`config.mk`:
```
export PLATFORM = sky130hd
export DESIGN_NAME = pwm_accum_ctrl
export DESIGN_NICKNAME = d
export VERILOG_FILES = /design/src/rtl/pwm_acc_pkg.sv /design/src/rtl/pwm_acc_core.sv /design/src/rtl/pwm_acc_regs.sv /design/src/rtl/pwm_accum_ctrl.sv
export SDC_FILE = /design/constraint.sdc
export NUM_CORES = 1
export LEC_CHECK = 0
export CORE_ASPECT_RATIO = 1.5
export CORE_MARGIN = 3
export CORE_UTILIZATION = 50
export CTS_BUF_LIST = sky130_fd_sc_hd__clkbuf_2 sky130_fd_sc_hd__clkbuf_4 sky130_fd_sc_hd__clkbuf_8
export DETAILED_ROUTE_END_ITERATION = 10
export PLACE_DENSITY = 0.84
export SLEW_MARGIN = 20
export SYNTH_ARGS = -nofsm -noshare
export SYNTH_HDL_FRONTEND = slang
export SYNTH_SLANG_ARGS = --single-unit
```
`constraint.sdc`:
```
create_clock -name clk -period 3.15 [get_ports clk]
set_clock_uncertainty 0.1 [all_clocks]
set_input_delay 0.63 -clock clk [delete_from_list [all_inputs] [get_ports clk]]
set_output_delay 0.63 -clock clk [all_outputs]
set_load 0.01 [all_outputs]
```
`src/rtl/pwm_acc_pkg.sv`:
```
package pwm_acc_pkg;
    localparam int DIV_W     = 8;
    localparam int EN_BIT    = 31;
    localparam int UPD_BIT   = 30;
    localparam int FIELD_LSB = 8;
    localparam logic [DIV_W-1:0] DIV_MAX = '1;

    typedef logic [DIV_W-1:0] div_t;
endpackage

```
`src/rtl/pwm_acc_core.sv`:
```
module pwm_acc_core
    import pwm_acc_pkg::*;
#(
    parameter int ACC_W  = 10,
    parameter int STEP_W = 10
) (
    input  logic              clk,
    input  logic              rst_n,
    input  logic              en,
    input  logic [STEP_W-1:0] step,
    input  div_t              div,
    output logic [ACC_W-1:0]  acc_q,
    output logic              wrap,
    output logic              pwm_out
);
    localparam int SUM_W = ACC_W + 1;

    logic [ACC_W-1:0] acc_d;
    logic [SUM_W-1:0] sum;
    div_t             phase_hi;

    always_comb begin
        sum      = {1'b0, acc_q} + SUM_W'(step);
        wrap     = en && sum[ACC_W];
        acc_d    = en ? sum[ACC_W-1:0] : '0;
        phase_hi = acc_q[ACC_W-1 -: DIV_W];
        pwm_out  = en && (step != '0) && (phase_hi > div);
    end

    always_ff @(posedge clk or negedge rst_n) begin
        if (!rst_n) acc_q <= '0;
        else        acc_q <= acc_d;
    end
endmodule

```
`src/rtl/pwm_acc_regs.sv`:
```
module pwm_acc_regs
    import pwm_acc_pkg::*;
#(
    parameter int STEP_W = 10
) (
    input  logic              clk,
    input  logic              rst_n,
    input  logic              wr_en,
    input  logic [31:0]       wr_data,
    input  logic              wrap,
    output logic              en,
    output logic              upd,
    output logic [STEP_W-1:0] sh_step,
    output div_t              sh_div,
    output logic [STEP_W-1:0] act_step,
    output div_t              act_div
);
    localparam int HI_LSB = FIELD_LSB + STEP_W;

    typedef struct packed {
        logic              en;
        logic              upd;
        logic [STEP_W-1:0] sh_step;
        div_t              sh_div;
        logic [STEP_W-1:0] act_step;
        div_t              act_div;
    } cfg_t;

    cfg_t st_d, st_q;
    logic apply;
    logic unused_wr_hi;

    assign unused_wr_hi = ^wr_data[UPD_BIT-1:HI_LSB];

    always_comb begin
        st_d  = st_q;
        // a stalled or stopped generator has no wrap to wait for
        apply = st_q.upd && (!st_q.en || (st_q.act_step == '0) || wrap);
        if (apply) begin
            st_d.act_step = st_q.sh_step;
            st_d.act_div  = st_q.sh_div;
            st_d.upd      = 1'b0;
        end
        if (wr_en) begin
            st_d.en      = wr_data[EN_BIT];
            st_d.sh_step = wr_data[FIELD_LSB +: STEP_W];
            st_d.sh_div  = wr_data[DIV_W-1:0];
            if (wr_data[UPD_BIT]) st_d.upd = 1'b1;
        end
    end

    always_ff @(posedge clk or negedge rst_n) begin
        if (!rst_n) st_q <= '0;
        else        st_q <= st_d;
    end

    assign en       = st_q.en;
    assign upd      = st_q.upd;
    assign sh_step  = st_q.sh_step;
    assign sh_div   = st_q.sh_div;
    assign act_step = st_q.act_step;
    assign act_div  = st_q.act_div;
endmodule

```
`src/rtl/pwm_accum_ctrl.sv`:
```
module pwm_accum_ctrl
    import pwm_acc_pkg::*;
#(
    parameter int ACC_W  = 10,
    parameter int STEP_W = 10
) (
    input  logic        clk,
    input  logic        rst_n,
    input  logic        wr_en,
    input  logic [31:0] wr_data,
    output logic [31:0] rd_data,
    output logic        pwm_out
);
    logic              en;
    logic              upd;
    logic              wrap;
    logic [STEP_W-1:0] sh_step;
    logic [STEP_W-1:0] act_step;
    div_t              sh_div;
    div_t              act_div;
    logic [ACC_W-1:0]  acc_q;

    pwm_acc_regs #(.STEP_W(STEP_W)) u_regs (
        .clk(clk), .rst_n(rst_n), .wr_en(wr_en), .wr_data(wr_data),
        .wrap(wrap), .en(en), .upd(upd), .sh_step(sh_step), .sh_div(sh_div),
        .act_step(act_step), .act_div(act_div)
    );

    pwm_acc_core #(.ACC_W(ACC_W), .STEP_W(STEP_W)) u_core (
        .clk(clk), .rst_n(rst_n), .en(en), .step(act_step), .div(act_div),
        .acc_q(acc_q), .wrap(wrap), .pwm_out(pwm_out)
    );

    always_comb begin
        rd_data                       = '0;
        rd_data[EN_BIT]               = en;
        rd_data[UPD_BIT]              = upd;
        rd_data[FIELD_LSB +: STEP_W]  = sh_step;
        rd_data[DIV_W-1:0]            = sh_div;
    end
endmodule

```
==> impl_results.md, run 1 <==
* Outcome: complete, no violations
* H-tree depth at 2
* RSZ-0062 raised after global routing: no
* Worst R2R Setup Slack at 630 ps
* Leak at approximately 1.4 nW
* Final wirelength at around 4600 microns
* Fin crit period at slightly below 3000 ps
* Post-route cell area at 0.00309 sq mm
* Average cell area after synthesis at between 10 and 15 sq um
* Post-synthesis sequential area ratio at 46.9%
* Critical path type: flop to primary output
* Post-CTS setup buffer count at 0
* Yosys warnings at 0
* Initial core utilization at 52.4%
* Layout area overhead at 20.8%
* Final Hold Viols at 0
* Vias per inst at 5.19
* Setup violators final at 0
* Post-Synthesis Cells at 206
* Netlist Area Pre-Place at about 0.0026 sq mm
* Dpl hpwl at between 3000 and 4000 microns
* CTS tree: done
* Worst Setup SP: u_regs.act_div[1]$_DFFE_PN0P_
* Die ar. at approximately 0.0060 sq mm
* Largest family of logic cells by synthesized area: multiplexers
* Layout cells sized above 1 at between 20% and 30%
* Chip width at 64.4 microns
* Deepest clock path buffer count at 2
* Adder-Cell Fraction of Synth Area at a little under a tenth
* Core Rows at 31
* Core Region at 0.00489 sq mm
* Highest clock rate at about 350 MHz
* Simple-Gate Fraction of Synth Area at roughly 8.4%
* Final Cycle Share at 91.5%
* CP arrival at roughly 2200 ps
* DRC at 0
* RD Place Congestion at 0.796
* Pwr Density at 838 mW/mm^2
* Asr flop ratio synth at between 90% and 100%
* CP Launch Type: flop
* WP data required at between 2000 and 2500 ps
* Number of synthesized register bits at 48
* First-pass GRT wire length at 7740 microns
* Worst-skew pair later-pin latency at around 300 ps
* Crit-path max FO at 2
* R2R Path Start: u_regs.act_step[0]$_DFFE_PN0P_
* Relative slew slack at 60.2%
* Number of global-route vias before repair at about 1700
* Cell count of the worst reg-to-reg path at 9
* Pins over their slew limit at 0
* Post-synth EDFFs at 0
* First-pass DRT Iterations at 4
* Post_cts resized at 0
* Post-synthesis mux area share at between 10% and 20%
* Initial antenna violation count at 0
* Post-synthesis xor/xnor area fraction at 1.03%
* Complex-gate fraction of the synthesized area at 7.78%
* Worst-path clk slew at about 80 ps
* Slew @ Worst Pin at 597 ps
* Synth cell types at 39
* Iter 0 DRT Violations at 19
* Max VDD drop at around 0.48 mV
* Post-route ant nets at 0
* DR vias at 1650
* Final net count at about 300
* Hold WC Path Type: input port to async pin
* Overall Global Routing Usage at around 17%
* Max_cap viols at 0
* Post-DP Area at between 0.002 and 0.003 sq mm
* Setup tns final at 0 ps
* Pin count of the biggest net entering global routing at between 40 and 50
* IO buf count at 43
* Total grt overflow at 0
* Reg-to-reg endpoint: u_regs.act_step[5]$_DFFE_PN0P_
* Chip height at roughly 94 microns
* Crit. End Element: primary output
* Root Driver: clkbuf_8
* IO Count at 68
* Avg WL per Cell at 14.3 microns
* Antenna diode count at 0
* Main flop type after synthesis: dfrtp_1
* Total clock sinks at 48
* CTS buffer count at 5
* CTS Hold Bufs at 0
## cells in the mapped netlist (2+ instances only)
cell type,number,area share [%]
o211ai_1,3,0.88
mux2_4,10,5.9
mux2i_1,3,1.2
o21ai_0,2,0.39
nand4_1,2,0.49
a21o_1,2,0.59
and2_1,4,0.98
a21oi_1,9,1.8
nand3_1,5,0.98
xnor2_1,3,1.0
inv_1,12,1.8
buf_4,14,4.1
mux2_2,27,12
clkbuf_1,4,0.59
dfrtp_1,48,47
nand2_1,6,0.88
nor4_1,2,0.49
nand2b_1,4,0.98
ha_1,18,8.8
nor2b_1,4,0.98
nor2_1,6,0.88
## critical path, cell delays in order (launching register included)
cell and delay (ps):
dfrtp_1 370, inv_1 50, ha_1 300, nor2b_1 140, o211ai_1 150, a21oi_1 90
a211oi_1 200, nor2_1 80, clkdlybuf4s50_1 480
## layout make-up
type	instances	area (sq um)
clock buffers	7	90.1
clock inverters	1	7.51
fillers	400	1800
inverters	12	45.0
multi-input cells	138	1210
flip-flops and latches	48	1200
well taps	66	82.6
repair buffers	46	450
## worst max path at each step
| stage | end | slack (ps) | depth (start not counted) |
|---|---|---|---|
| floorplan | u_regs.act_div[0]$_DFFE_PN0P_ | 890 | 9 |
| global placement | pwm_out | 630 | 8 |
| detailed placement | pwm_out | 580 | 8 |
| CTS | pwm_out | 250 | 8 |
| global route | pwm_out | 150 | 8 |
| finish | pwm_out | 270 | 8 |
## metrics by stage
stage,worst slack (ps),util [%],cells,hold WS [ps],total power [W]
2_1_floorplan,890,-,217,234,0.00192
5_1_grt,151,63.2,318,272,0.00280
6_report,269,63.2,318,222,0.00259
3_5_place_dp,576,61.2,310,398,0.00222
3_3_place_gp,627,61.2,310,389,0.00216
4_1_cts,246,63.2,318,423,0.00261
## registers in the layout, summed over array words and instances, names as in the netlist
| register | count |
|---|---|
| u_regs.upd | 1 |
| u_regs.en | 1 |
| u_core.acc_q | 10 |
| u_regs.act_step | 10 |
| u_regs.sh_div | 8 |
| u_regs.sh_step | 10 |
| u_regs.act_div | 8 |
## per-layer routing
layer / share of wire, % / track usage, % / vias up
met5: 0 / 0 / -
met4: 2.2 / 7.58 / 0
met3: 3.3 / 3.49 / 7
met2: 54 / 29.5 / 38
met1: 40 / 19.7 / 814
li1: - / - / 791
## cells by family (layout without fill, tap and decap cells)
logic type	Yosys count	after routing
xor gates and xnor gates	3	3
DFF	48	48
AOI/OAI and AO/OA	27	27
adders and majority gates	19	19
other	1	12
muxes	40	40
buffers and inverters	31	66
and+or+nand+nor	37	37
## layout by cell type, fill, tap and decap left out, types with 2 or more instances in the layout
cell type        count
buf_4                4
nor2_1               6
xnor2_1              3
nor2b_1              4
clkbuf_8             6
mux2i_1              3
inv_1               12
clkdlybuf4s50_1     42
nor4_1               2
nand4_1              2
o21ai_0              2
dfrtp_1             48
mux2_4              10
nand3_1              5
o211ai_1             3
conb_1              12
a21oi_1              9
mux2_2              27
and2_1               4
nand2b_1             4
a21o_1               2
nand2_1              6
ha_1                18
## report_power, final
| group | leakage, nW | internal, W | switching [W] | total [W] |
|---|---|---|---|---|
| clock | 0.0479 | 0.000187 | 0.000200 | 0.000388 |
| combinational | 0.800 | 0.000658 | 0.000562 | 0.00122 |
| sequential | 0.576 | 0.000818 | 0.000164 | 0.000982 |
Power figures use the tool's default switching activity.
==> inputs of run 2 (changes only) <==
--- a/config.mk
+++ b/config.mk
@@ -7,11 +7,12 @@
 export LEC_CHECK = 0
 export CORE_ASPECT_RATIO = 1.5
 export CORE_MARGIN = 3
-export CORE_UTILIZATION = 50
+export CORE_UTILIZATION = 52
 export CTS_BUF_LIST = sky130_fd_sc_hd__clkbuf_2 sky130_fd_sc_hd__clkbuf_4 sky130_fd_sc_hd__clkbuf_8
 export DETAILED_ROUTE_END_ITERATION = 10
 export PLACE_DENSITY = 0.84
 export SLEW_MARGIN = 20
 export SYNTH_ARGS = -nofsm -noshare
 export SYNTH_HDL_FRONTEND = slang
+export SYNTH_HIERARCHICAL = 1
 export SYNTH_SLANG_ARGS = --single-unit
==> impl_results.md, run 2 <==
* CP peak stage delay at 400 ps (-80 ps)
* RD Place Congestion at 0.842 (+5.7%)
* Wire length on met1 at 2650 microns (+44%)
* Post-CTS setup buffer count at 0 (unchanged)
* Pin count of the biggest net entering global routing at 49 (unchanged)
* Synth cell types at 51 (+31%)
* Cell Chain, Critical Path: ha_1 > inv_1 > fa_1 > nor2b_1 > o21ai_0 > nand2b_1 > a21oi_1 > o21ai_1 > buf_4 > nand3b_1 > a21oi_1 > or3_1
* PnR Total Power at 0.00291 W (+12%)
* Area leader, netlist: dfrtp_1
* Multi-input combinational cell area at 0.00161 sq mm (+32%)
* Most frequent CP cell: a21oi_1
* Fin crit period at 2860 ps (-19.4 ps)
* First-pass DRT Iterations at 4 (unchanged)
* Number of synthesized register bits at 48 (unchanged)
* Slew @ Worst Pin at 868 ps (+271 ps)
* Highest clock rate at 349 MHz (+0.68%)
* Crit-path max FO at 9 (+7)
* Main flop type after synthesis: dfrtp_1
* Synth area leaders: dfrtp_1 40%, ha_1 7.6%, mux2_2 6.4%, buf_4 3.5%, nand2_1 2.8%
* Die ar. at 0.00670 sq mm (+11%)
* IO Count at 68 (unchanged)
* First-pass GRT wire length at 11100 microns (+43%)
* Top-count cell post-synth: dfrtp_1
* Most frequent cells in the layout: 48 x dfrtp_1, 41 x clkdlybuf4s50_1, 22 x nand2_1
* Crit. End Element: flop
* RSZ-0062 raised after global routing: no
* IO buf count at 43 (unchanged)
* Iter 0 DRT Violations at 131 (+112)
* H-tree depth at 2 (unchanged)
* Yosys warnings at 6 (+6)
* Initial core utilization at 54.3% (+1.9 points)
* Post-route ant nets at 0 (unchanged)
* Dpl hpwl at 4850 microns (+38%)
* Final wirelength at 6710 microns (+47%)
* CTS tree: done
* Overall Global Routing Usage at 21.2% (+4.3 points)
* Final net count at 396 (+30%)
* CP Launch Type: flop
* Leak at 1.57 nW (+10%)
* Worst-path clk slew at 90 ps (about the same)
* DR vias at 2429 (+47%)
* Delay-heaviest family, CP: simple AND/OR/NAND/NOR gates
* WP data required at 3230 ps (+810 ps)
* Met2 routed wirelength at 3570 microns (+45%)
* Core Rows at 33 (+6.5%)
* Crit-path slowest cell: or3_1
* Relative slew slack at 42.0% (-18 points)
* Outcome: complete, no violations
* Core Region at 0.00549 sq mm (+12%)
* Vias per inst at 5.88 (+13%)
* Final Hold Viols at 0 (unchanged)
* Top Layer Used: met4
* Crit path buf inv count at 2 (unchanged)
* Number of global-route vias before repair at 2331 (+40%)
* Post_cts resized at 0 (unchanged)
* Register Area at 0.00120 sq mm (unchanged)
* Asr flop ratio synth at 100% (unchanged)
* Post-Synthesis Cells at 300 (+46%)
* Layout area overhead at 19.3%
* CP arrival at 2940 ps (+790 ps)
* Critical path type: flop to flop
* Setup violators final at 0 (unchanged)
* Netlist Area Pre-Place at 0.00298 sq mm (+17%)
* Total clock sinks at 48 (unchanged)
* Chip width at 67.8 microns (+5.3%)
* Average cell area after synthesis at 9.94 sq um (-20%)
* Post-Place Setup Slack at 261 ps (-315 ps)
* Total grt overflow at 0 (unchanged)
* CTS buffer count at 5 (unchanged)
* Synth cell count leaders: 48 x dfrtp_1, 22 x nand2_1, 18 x ha_1
* CTS Hold Bufs at 0 (unchanged)
* Leading cell type in the layout, fill and taps excluded: dfrtp_1
* Avg WL per Cell at 16.3 microns (+14%)
* Post-synthesis sequential area ratio at 40.3% (-6.7 points)
* Hold WC Path Type: input port to async pin
* Final worst slack at 288 ps (+19.4 ps)
* Fill cells at 441 (+10%)
* Pwr Density at 818 mW/mm^2 (-2.4%)
* Root Driver: clkbuf_8
* Post-synth EDFFs at 0 (unchanged)
* Max VDD drop at 0.512 mV (+6.7%)
* DRC at 0 (unchanged)
* Worst-skew pair later-pin latency at 300 ps (about the same)
* Chip height at 98.7 microns (+5.5%)
* Met3 routed wirelength at 338 microns (+130%)
* Max_cap viols at 0 (unchanged)
* Setup tns final at 0 ps (unchanged)
* Final core occ at 64.8% (+1.5 points)
* Antenna diode count at 0 (unchanged)
* Pins over their slew limit at 0 (unchanged)
* Final Cycle Share at 90.8% (-0.61 points)
* Initial antenna violation count at 0 (unchanged)
* Layout cells sized above 1 at 12.8% (-9.4 points)
* Synth top area share at 40.3% (-6.7 points)
* Deepest clock path buffer count at 2 (unchanged)
run 2: cell count changes after synthesis, sizes merged, moves of 5 or more:
cell | before | now
nand2b | 4 | 13
mux2 | 37 | 17
o21ai | 3 | 19
or3 | 0 | 8
o221ai | 0 | 8
nand2 | 6 | 22
nand3 | 5 | 10
nor4 | 2 | 14
nand3b | 0 | 8
a21oi | 10 | 15
run 2: through the flow:
| step | hold WS [ps] | std cells | instance area [sq um] |
|---|---|---|---|
| 2_1_floorplan | 234 | 311 | 3020 |
| 3_3_place_gp | 420 | 405 | 3430 |
| 3_5_place_dp | 430 | 405 | 3430 |
| 4_1_cts | 336 | 413 | 3550 |
| 5_1_grt | 357 | 413 | 3560 |
| 6_report | 311 | 413 | 3560 |
run 2: final cells by class:
type,instances,area share [%]
multi-input combinational,222,45.2
inverter,14,1.48
sequential,48,33.8
tap,70,2.46
timing repair buffer,51,13.7
clock buffer,6,2.32
clock inverter,2,1.09
run 2: path summary, 6_finish.rpt:
kind / start / endpoint / slack (ps) / cells past startpoint
max in group asynchronous: rst_n / u_core/acc_q[5]$_DFF_PN0_ / 2210 / 2
hold / removal: rst_n / u_regs/act_div[7]$_DFFE_PN0P_ / 310 / 2
hold reg to reg: u_regs/sh_div[1]$_DFFE_PN0P_ / u_regs/sh_div[1]$_DFFE_PN0P_ / 450 / 1
setup reg to reg: u_regs/act_step[0]$_DFFE_PN0P_ / u_regs/act_div[5]$_DFFE_PN0P_ / 290 / 12
min in group clk: u_regs/sh_div[1]$_DFFE_PN0P_ / u_regs/sh_div[1]$_DFFE_PN0P_ / 450 / 1
setup / recovery: u_regs/act_step[0]$_DFFE_PN0P_ / u_regs/act_div[5]$_DFFE_PN0P_ / 290 / 12
run 2: cell families after synthesis:
| logic type | after synthesis | synth area share [%] |
|---|---|---|
| AND/OR/NAND/NOR | 100 | 20.3 |
| AO/OA/AOI/OAI | 68 | 15.6 |
| flip-flops | 48 | 40.3 |
| buffers and inverters | 41 | 7.22 |
| adder cells (fa/ha/maj) | 19 | 8.23 |
| multiplexers | 19 | 7.09 |
| XOR/XNOR | 4 | 1.18 |
| other | 1 | 0.126 |
run 2: worst register-to-register path, stage by stage, from the launching register on:
cell,delay [ps]
dfrtp_1,370
ha_1,240
inv_1,70
fa_1,390
nor2b_1,190
o21ai_0,110
nand2b_1,140
a21oi_1,130
o21ai_1,210
buf_4,190
nand3b_1,140
a21oi_1,60
or3_1,400
run 2: where the power goes:
| group | internal, W | switching, W |
|---|---|---|
| combinational | 0.000648 | 0.000789 |
| sequential | 0.000797 | 0.000206 |
| clock | 0.000260 | 0.000210 |
run 2: layer usage:
metal,track usage (%),up-vias
met5,0,-
met4,8.12,0
met3,3.19,12
met2,36.2,108
met1,26.5,1162
li1,-,1147
==> inputs of run 3 (changes only) <==
--- a/config.mk
+++ b/config.mk
@@ -7,10 +7,12 @@
 export LEC_CHECK = 0
 export CORE_ASPECT_RATIO = 1.5
 export CORE_MARGIN = 3
-export CORE_UTILIZATION = 52
+export CORE_UTILIZATION = 60
 export CTS_BUF_LIST = sky130_fd_sc_hd__clkbuf_2 sky130_fd_sc_hd__clkbuf_4 sky130_fd_sc_hd__clkbuf_8
+export CTS_CLUSTER_DIAMETER = 60
 export DETAILED_ROUTE_END_ITERATION = 10
-export PLACE_DENSITY = 0.84
+export DONT_BUFFER_PORTS = 1
+export PLACE_DENSITY = 0.78
 export SLEW_MARGIN = 20
 export SYNTH_ARGS = -nofsm -noshare
 export SYNTH_HDL_FRONTEND = slang
==> impl_results.md, run 3 (same netlist as run 2, synthesis figures left out) <==
* Leading cell type in the layout, fill and taps excluded: dfrtp_1
* Pin count of the biggest net entering global routing at 49 (unchanged)
* Layout Cells excl Fill at 361 (-13%)
* Cell Chain, Critical Path: ha_1 > inv_1 > fa_1 > nor2b_1 > o21ai_0 > nand2b_1 > a21oi_2 > o21ai_0 > buf_4 > nor2b_1 > buf_6 > o221ai_1 > or3_1
* Final net count at 350 (-12%)
* Chip width at 63.6 microns (-6.3%)
* IO Count at 68 (unchanged)
* Slew @ Worst Pin at 1010 ps (+146 ps)
* Setup tns final at 0 ps (unchanged)
* Fin crit period at 2990 ps (+125 ps)
* Dpl hpwl at 4640 microns (-4.2%)
* Critical path type: flop to flop
* Iter 0 DRT Violations at 109 (-17%)
* Pwr Density at 878 mW/mm^2 (+7.3%)
* Setup violators final at 0 (unchanged)
* Final Hold Viols at 0 (unchanged)
* Vias per inst at 6.37 (+8.3%)
* CP arrival at 3060 ps (+120 ps)
* Core Region at 0.00465 sq mm (-15%)
* Delay-heaviest family, CP: simple AND/OR/NAND/NOR gates
* Relative slew slack at 32.4% (-9.6 points)
* First-pass DRT Iterations at 4 (unchanged)
* WP data required at 3230 ps (about the same)
* Die ar. at 0.00587 sq mm (-12%)
* Chip height at 92.3 microns (-6.5%)
* DRC at 0 (unchanged)
* Crit-path max FO at 20 (+11)
* CP Launch Type: flop
* Final Cycle Share at 94.8% (+4.0 points)
* Initial antenna violation count at 0 (unchanged)
* Max VDD drop at 0.509 mV (-0.45%)
* Total clock sinks at 48 (unchanged)
* Post-route ant nets at 0 (unchanged)
* Crit path buf inv count at 3 (+1)
* Crit. End Element: flop
* Core Rows at 30 (-9.1%)
* Hold WC Path Type: input port to async pin
* Number of global-route vias before repair at 2302 (-1.2%)
* RSZ-0062 raised after global routing: no
* Worst-path clk slew at 90 ps (about the same)
* Max_cap viols at 0 (unchanged)
* DR vias at 2300 (-5.3%)
* Pins over their slew limit at 0 (unchanged)
* Layout area overhead at 3.94%
* Final wirelength at 6490 microns (-3.4%)
* Dpl cells at 352 (-13%)
* PnR Total Power at 0.00272 W (-6.5%)
* Initial core utilization at 64.1% (+9.8 points)
* First-pass GRT wire length at 10800 microns (-2.3%)
* Antenna diode count at 0 (unchanged)
* CP peak stage delay at 460 ps (+60 ps)
* Deepest clock path buffer count at 2 (unchanged)
* Overall Global Routing Usage at 23.2% (+2.0 points)
* H-tree depth at 2 (unchanged)
* Layout cells sized above 1 at 14.1% (+1.3 points)
* Most frequent cells in the layout: 47 x dfrtp_1, 22 x nand2_1, 18 x ha_1
* CTS buffer count at 5 (unchanged)
* CTS tree: done
* Worst-skew pair later-pin latency at 300 ps (about the same)
* RD Place Congestion at 0.807 (-4.1%)
* Total grt overflow at 0 (unchanged)
* Root Driver: clkbuf_8
* Crit-path slowest cell: dfrtp_2
* Leak at 1.36 nW (-13%)
* Outcome: complete, no violations
* Highest clock rate at 335 MHz (-4.2%)
* Avg WL per Cell at 18.0 microns (+11%)
* IO buf count at 0 (-100%)
## run 3: changes by cell type in the layout (fill, tap and decap cells not counted), sizes merged
| cell | delta |
|---|---|
| clkdlybuf4s50 | -41 |
| dlymetal6s2s | -1 |
| clkinvlp | +1 |
| bufinv | -1 |
| buf | -4 |
## run 3: worst paths after layout
kind	to	cells after the start	slack, ps	start
setup / recovery	u_regs/act_div[1]$_DFFE_PN0P_	13	160	u_regs/act_step[0]$_DFFE_PN0P_
hold / removal	u_core/acc_q[4]$_DFF_PN0_	1	60	rst_n
setup reg to reg	u_regs/act_div[1]$_DFFE_PN0P_	13	160	u_regs/act_step[0]$_DFFE_PN0P_
hold reg to reg	u_core/acc_q[0]$_DFF_PN0_	2	500	u_core/acc_q[0]$_DFF_PN0_
max in group asynchronous	u_regs/act_step[0]$_DFFE_PN0P_	1	2670	rst_n
min in group clk	u_regs/sh_step[6]$_DFFE_PN0P_	1	330	wr_en
## run 3: power breakdown
group | internal (W) | switching, W
sequential | 0.000798 | 0.000267
clock | 0.000167 | 0.000213
combinational | 0.000563 | 0.000713
total | 0.00153 | 0.00119
## run 3: metal layers
layer  vias up  GRT usage, %  wire [microns]  part of all wire [%]
met5         -             0               0                     0
met4         0          11.4             162                   2.5
met3        12          4.13             405                   6.2
met2        98          39.3            3320                    51
met1      1133          28.3            2600                    40
li1       1057             -               -                     -
## run 3: timing repair
action / in CTS / in global routing
endpoints found under the hold margin: 48 / 0
resized for setup: 0 / 3
hold buffers: 1 / 0
endpoints found under the setup margin: 0 / 10
buffers inserted: 0 / 0
## run 3: cell type report
class                   count  area (sq um)
multi-input cells         222          1610
fillers                   392          1560
flip-flops and latches     48          1200
well taps                  64          80.1
clock buffers               6          76.3
repair buffers              5          61.3
inverters                  14          52.6
clock inverters             2          16.3
## run 3: metrics by stage
step	util [%]	hold slack (ps)	setup slack [ps]	area, sq um
floorplan	-	234	415	3020
global placement	63.8	236	210	2970
detailed placement	63.8	236	150	2970
CTS	66.4	70.6	130	3090
global route	66.6	62.7	11.7	3100
finish	66.6	58.9	163	3100
## run 3: worst reg2reg max path: cells and delay by family (launching register included)
family	cells	cell delay (ps)
adder cells (fa/ha/maj)	2	440
AO/OA/AOI/OAI	4	680
buffers and inverters	3	470
flip-flops	1	460
AND/OR/NAND/NOR	4	700
